--- src/rtl/actr_pkg.sv ---
package actr_pkg;
  typedef enum logic [1:0] {
    OP_OPEN = 2'b00,
    OP_ALT  = 2'b01,
    OP_CLOSE = 2'b10,
    OP_RSVD = 2'b11
  } actr_op_e;

  function automatic int unsigned cnt_width(input int unsigned max_depth);
    return (max_depth < 1) ? 1 : $clog2(max_depth + 1);
  endfunction
endpackage

--- src/rtl/actr_lane.sv ---
module actr_lane
  import actr_pkg::*;
#(
  parameter int unsigned MAX_DEPTH = 3,
  localparam int unsigned CW = cnt_width(MAX_DEPTH)
) (
  input  logic     clk,
  input  logic     rst_n,
  input  logic     commit,
  input  actr_op_e op,
  input  logic     cond,
  output logic     mask_o,
  output logic     at_max_o,
  output logic     nonzero_o
);
  localparam logic [CW-1:0] CMAX = CW'(MAX_DEPTH);
  localparam logic [CW-1:0] ONE  = CW'(1);

  logic [CW-1:0] cnt_q, cnt_nxt;
  logic          mask_q;

  always_comb begin
    cnt_nxt = cnt_q;
    unique case (op)
      OP_OPEN:  if (!(cnt_q == '0 && cond)) cnt_nxt = cnt_q + ONE;
      OP_ALT: begin
        if (cnt_q == '0)       cnt_nxt = ONE;
        else if (cnt_q == ONE) cnt_nxt = '0;
      end
      OP_CLOSE: if (cnt_q != '0) cnt_nxt = cnt_q - ONE;
      default:  cnt_nxt = cnt_q;
    endcase
  end

  always_ff @(posedge clk) begin
    if (!rst_n) begin
      cnt_q  <= '0;
      mask_q <= 1'b1;
    end else if (commit) begin
      cnt_q  <= cnt_nxt;
      mask_q <= (cnt_nxt == '0);
    end
  end

  assign mask_o    = mask_q;
  assign at_max_o  = (cnt_q == CMAX);
  assign nonzero_o = (cnt_q != '0);

  p_mask_track_r7: assert property (@(posedge clk) disable iff (!rst_n)
    mask_q == (cnt_q == '0));
  p_open_keep_r2: assert property (@(posedge clk) disable iff (!rst_n)
    commit && op == OP_OPEN && cnt_q == '0 && cond |=> cnt_q == '0);
  p_open_deeper_r2: assert property (@(posedge clk) disable iff (!rst_n)
    commit && op == OP_OPEN && cnt_q != '0 |=> cnt_q == $past(cnt_q) + ONE);
  p_alt_swap_r4: assert property (@(posedge clk) disable iff (!rst_n)
    commit && op == OP_ALT && cnt_q == '0 |=> cnt_q == ONE);
  p_alt_deep_r4: assert property (@(posedge clk) disable iff (!rst_n)
    commit && op == OP_ALT && cnt_q > ONE |=> $stable(cnt_q));
  p_close_dec_r5: assert property (@(posedge clk) disable iff (!rst_n)
    commit && op == OP_CLOSE && cnt_q != '0 |=> cnt_q == $past(cnt_q) - ONE);
endmodule

--- src/rtl/actr_guard.sv ---
module actr_guard
  import actr_pkg::*;
#(
  parameter int unsigned LANES = 4
) (
  input  logic             clk,
  input  logic             rst_n,
  input  logic             fire,
  input  actr_op_e         op,
  input  logic [LANES-1:0] at_max,
  input  logic [LANES-1:0] nonzero,
  output logic             commit,
  output logic             ovf_o,
  output logic             unf_o
);
  logic ovf_c, unf_c, ovf_q, unf_q;

  assign ovf_c  = fire && (op == OP_OPEN)  && (|at_max);
  assign unf_c  = fire && (op == OP_CLOSE) && !(|nonzero);
  assign commit = fire && (op != OP_RSVD) && !ovf_c && !unf_c;

  always_ff @(posedge clk) begin
    if (!rst_n) begin
      ovf_q <= 1'b0;
      unf_q <= 1'b0;
    end else begin
      ovf_q <= ovf_c;
      unf_q <= unf_c;
    end
  end

  assign ovf_o = ovf_q;
  assign unf_o = unf_q;

  p_flags_excl_r3: assert property (@(posedge clk) disable iff (!rst_n)
    !(ovf_q && unf_q));
  p_quiet_idle_r8: assert property (@(posedge clk) disable iff (!rst_n)
    !fire |=> !ovf_q && !unf_q);
endmodule

--- src/rtl/actr_ctrl.sv ---
module actr_ctrl
  import actr_pkg::*;
#(
  parameter int unsigned LANES     = 4,
  parameter int unsigned MAX_DEPTH = 3
) (
  input  logic             clk,
  input  logic             rst_n,
  input  logic             cmd_valid,
  output logic             cmd_ready,
  input  logic [1:0]       cmd_op,
  input  logic [LANES-1:0] cmd_cond,
  output logic [LANES-1:0] active_mask,
  output logic             overflow,
  output logic             underflow
);
  actr_op_e         op;
  logic             rdy_q, fire, commit;
  logic [LANES-1:0] at_max, nonzero, mask;

  assign op = actr_op_e'(cmd_op);

  always_ff @(posedge clk) begin
    if (!rst_n) rdy_q <= 1'b0;
    else        rdy_q <= 1'b1;
  end

  assign cmd_ready = rdy_q;
  assign fire      = cmd_valid && rdy_q;

  for (genvar g = 0; g < LANES; g++) begin : g_lane
    actr_lane #(.MAX_DEPTH(MAX_DEPTH)) u_lane (
      .clk      (clk),
      .rst_n    (rst_n),
      .commit   (commit),
      .op       (op),
      .cond     (cmd_cond[g]),
      .mask_o   (mask[g]),
      .at_max_o (at_max[g]),
      .nonzero_o(nonzero[g])
    );
  end

  actr_guard #(.LANES(LANES)) u_guard (
    .clk    (clk),
    .rst_n  (rst_n),
    .fire   (fire),
    .op     (op),
    .at_max (at_max),
    .nonzero(nonzero),
    .commit (commit),
    .ovf_o  (overflow),
    .unf_o  (underflow)
  );

  assign active_mask = mask;

  p_ovf_hold_r3: assert property (@(posedge clk) disable iff (!rst_n)
    overflow |-> active_mask == $past(active_mask));
  p_unf_hold_r6: assert property (@(posedge clk) disable iff (!rst_n)
    underflow |-> active_mask == $past(active_mask));
  p_idle_stable_r8: assert property (@(posedge clk) disable iff (!rst_n)
    !fire |=> $stable(active_mask));
  p_ready_r9: assert property (@(posedge clk) disable iff (!rst_n)
    1'b1 |=> cmd_ready);
endmodule

--- config.mk ---
export PLATFORM = sky130hd
export DESIGN_NAME = actr_ctrl
export DESIGN_NICKNAME = d
export VERILOG_FILES = /design/src/rtl/actr_pkg.sv /design/src/rtl/actr_lane.sv /design/src/rtl/actr_guard.sv /design/src/rtl/actr_ctrl.sv
export SDC_FILE = /design/constraint.sdc
export NUM_CORES = 1
export LEC_CHECK = 0
export ABC_AREA = 1
export ABC_CLOCK_PERIOD_IN_PS = 2200
export CAP_MARGIN = 20
export CORE_UTILIZATION = 65
export DETAILED_ROUTE_END_ITERATION = 6
export DONT_BUFFER_PORTS = 1
export PLACE_DENSITY = 0.81
export SLEW_MARGIN = 20
export SYNTH_ARGS = -nofsm -noshare
export SYNTH_HDL_FRONTEND = slang
export SYNTH_SLANG_ARGS = --single-unit
--- constraint.sdc ---
create_clock -name clk -period 2.2 [get_ports clk]
set_input_delay 0.44 -clock clk [delete_from_list [all_inputs] [get_ports clk]]
set_output_delay 0.44 -clock clk [all_outputs]
set_load 0.05 [all_outputs]
==> results.ini <==
[clock_network]
numCtsBuffers=3
cts.sinks=15
htreeDepth=1
postCtsSetupBuffers=0
ctsRootBufferMaster=clkbuf_4
hold_buffers=0
clockBufferDepth=2
tritoncts=yes
insertion_delay_ps=290
path_clk_slew_ps=100
cts-resized-gates=0

[detailed_routing]
via_per_inst=5.28
routed_wl_um=2770
drtIter0Drc=35
remaining_drc_errors=0
drtAntennaViolNets=0
wl_per_cell_um=12.7
vias=1145
drt_first_pass_iters=7

[timing]
fmax_mhz=539
holdWs_ps=183
fin_crit_sh_pct=84.4
setup_slack_ps=343
rsz0062_at_grt=false
slew_headroom_pct=65.4
setup-violations-final=0
finClkSkew_ps=12.8
fin_crit_ps=1860
drv_slew=0
worst_pin_slew_ps=518
hold_viol=0
fin_tns_setup_ps=0

[placement]
hpwl_um=2070
gp_congestion=0.929
placed_cells=213
portBuffers=0
place_worst_setup_slack_ps=373

[finish]
diodes=0
final_nets=221
utilization_pct=71.6
areaGrowthSynthToFinish_pct=0.298
layout.cells.non_filler=217
drive_above_1_share_pct=6.25

[synth]
synth_top_area_share_pct=23.9
yosys_warnings=0
ys_seq_elements=15
synth.avg_cell_area_um2=6.45
synth_nets=223
yosysTopAreaCell=dfxtp_1
syn_area_mm2=0.00126
ys_types=17
syn_inst=195
synth_area_leaders=dfxtp_1 (24%), ha_1 (19%), nand2_1 (18%), inv_1 (8.1%), nand3_1 (8.0%)
ys_seq_area_share_pct=23.9

[global_routing]
grt-busiest-layer=met2
grt_pass1_vias=967
grt_max_degree=21
use_met2_pct=52.1
antenna_found_initial=0
grt_pass1_wl_um=4250
grtUsageMet3_pct=7.54
met1_usage_pct=32.3
globalRouteOverflowTotal=0
track_usage_pct=28.1

[power_and_ir_drop]
ir_worst_vdd_mv=0.452
leakage_nw=0.705
powerDensity_mw_per_mm2=525

[run_status]
outcome=completed

[floorplanning]
fp.dieH_um=46.0
rows=15
design.die.area_mm2=0.00212
dieWidth_um=46.0
core_area_mm2=0.00176
boundaryPins=16
initial_utilization_pct=71.3

[critical_path]
startpoint_type=flop
path_class=flop to flop
worstPathMaxFanout=20
worst_ep_arrival_time_ps=2080
cp-end-kind=flop
required_ps=2430

[min_path]
min_path_type=input port to flop

[run]
drv_cap=0

cell usage after synthesis:
library cell,instances
a21oi_1,4
buf_2,1
buf_4,5
buf_6,2
clkbuf_1,1
dfxtp_1,15
ha_1,19
inv_1,27
inv_2,1
nand2_1,59
nand3_1,20
nand3_2,1
nand3b_1,4
nor2_1,25
nor2_2,5
nor3_1,2
o21bai_1,4
registers in the layout, indices dropped and copies added, names as in the netlist:
register / count
u_guard.ovf_o: 1
g_lane.u_lane.mask_o: 4
cmd_ready: 1
g_lane.u_lane.cnt_q: 8
u_guard.unf_o: 1
cells by family after synthesis:
logic type                 synth area share [%]
AOI/OAI and AO/OA                          3.98
adders and majority gates                  18.9
and+or+nand+nor                            39.5
DFF                                        23.9
buffers and inverters                      13.8
where the power goes:
part	switching (W)	internal (W)	leakage, nW
Combinational	0.000109	0.0000632	0.567
Clock	0.0000896	0.0000704	0.0150
Sequential	0.0000415	0.000290	0.123
cells in the final DEF, fill, tap and decap left out, drive strengths merged:
master | synthesis | final
nand2 | 59 | 59
nor2 | 30 | 30
inv | 28 | 28
nand3 | 21 | 21
ha | 19 | 19
dfxtp | 15 | 15
a21oi | 4 | 4
o21bai | 4 | 4
nand3b | 4 | 4
clkbuf | 1 | 4
nor3 | 2 | 2
buf | 8 | 2
area by class of cell:
class	count	area [um2]
Sequential cell	15	300
Fill cell	162	502
Multi-Input combinational cell	143	785
Inverter	28	105
Timing Repair Buffer	2	15.0
Tap cell	25	31.3
Clock buffer	4	26.3
per-layer routing:
metal  up-vias  routed length, um
li1        584                  -
met1       518               1150
met2        39               1420
met3         4                173
met4         0                 27
met5         -                  0
path summary, 6_finish.rpt:
check / startpoint / endpoint / slack, ps / depth (start not counted)
setup / recovery: g_lane[3].u_lane.cnt_q[0]$_SDFFE_PN0P_ / g_lane[0].u_lane.mask_o$_SDFFE_PN1P_ / 340 / 9
hold / removal: rst_n / cmd_ready$_DFF_P_ / 180 / 0
setup reg to reg: g_lane[3].u_lane.cnt_q[0]$_SDFFE_PN0P_ / g_lane[0].u_lane.mask_o$_SDFFE_PN1P_ / 340 / 9
hold reg to reg: cmd_ready$_DFF_P_ / u_guard.ovf_o$_SDFF_PN0_ / 500 / 2
worst max-delay path, cell delays in order (launching register included):
cell and delay [ps]:
dfxtp_1 440, inv_1 140, ha_1 270, nand2_1 90
nor2_1 50, nand2_1 80, nand3_2 350, nor2_2 250
nand2_1 70, nand2_1 60
through the flow:
| step | power [W] | cell area [um2] |
|---|---|---|
| after floorplan | 0.000486 | 1260 |
| after global placement | 0.000496 | 1240 |
| after detailed placement | 0.000506 | 1240 |
| after CTS | 0.000663 | 1260 |
| after global routing | 0.000699 | 1260 |
| final | 0.000663 | 1260 |
Note: power is estimated with default switching activity, not from simulation.
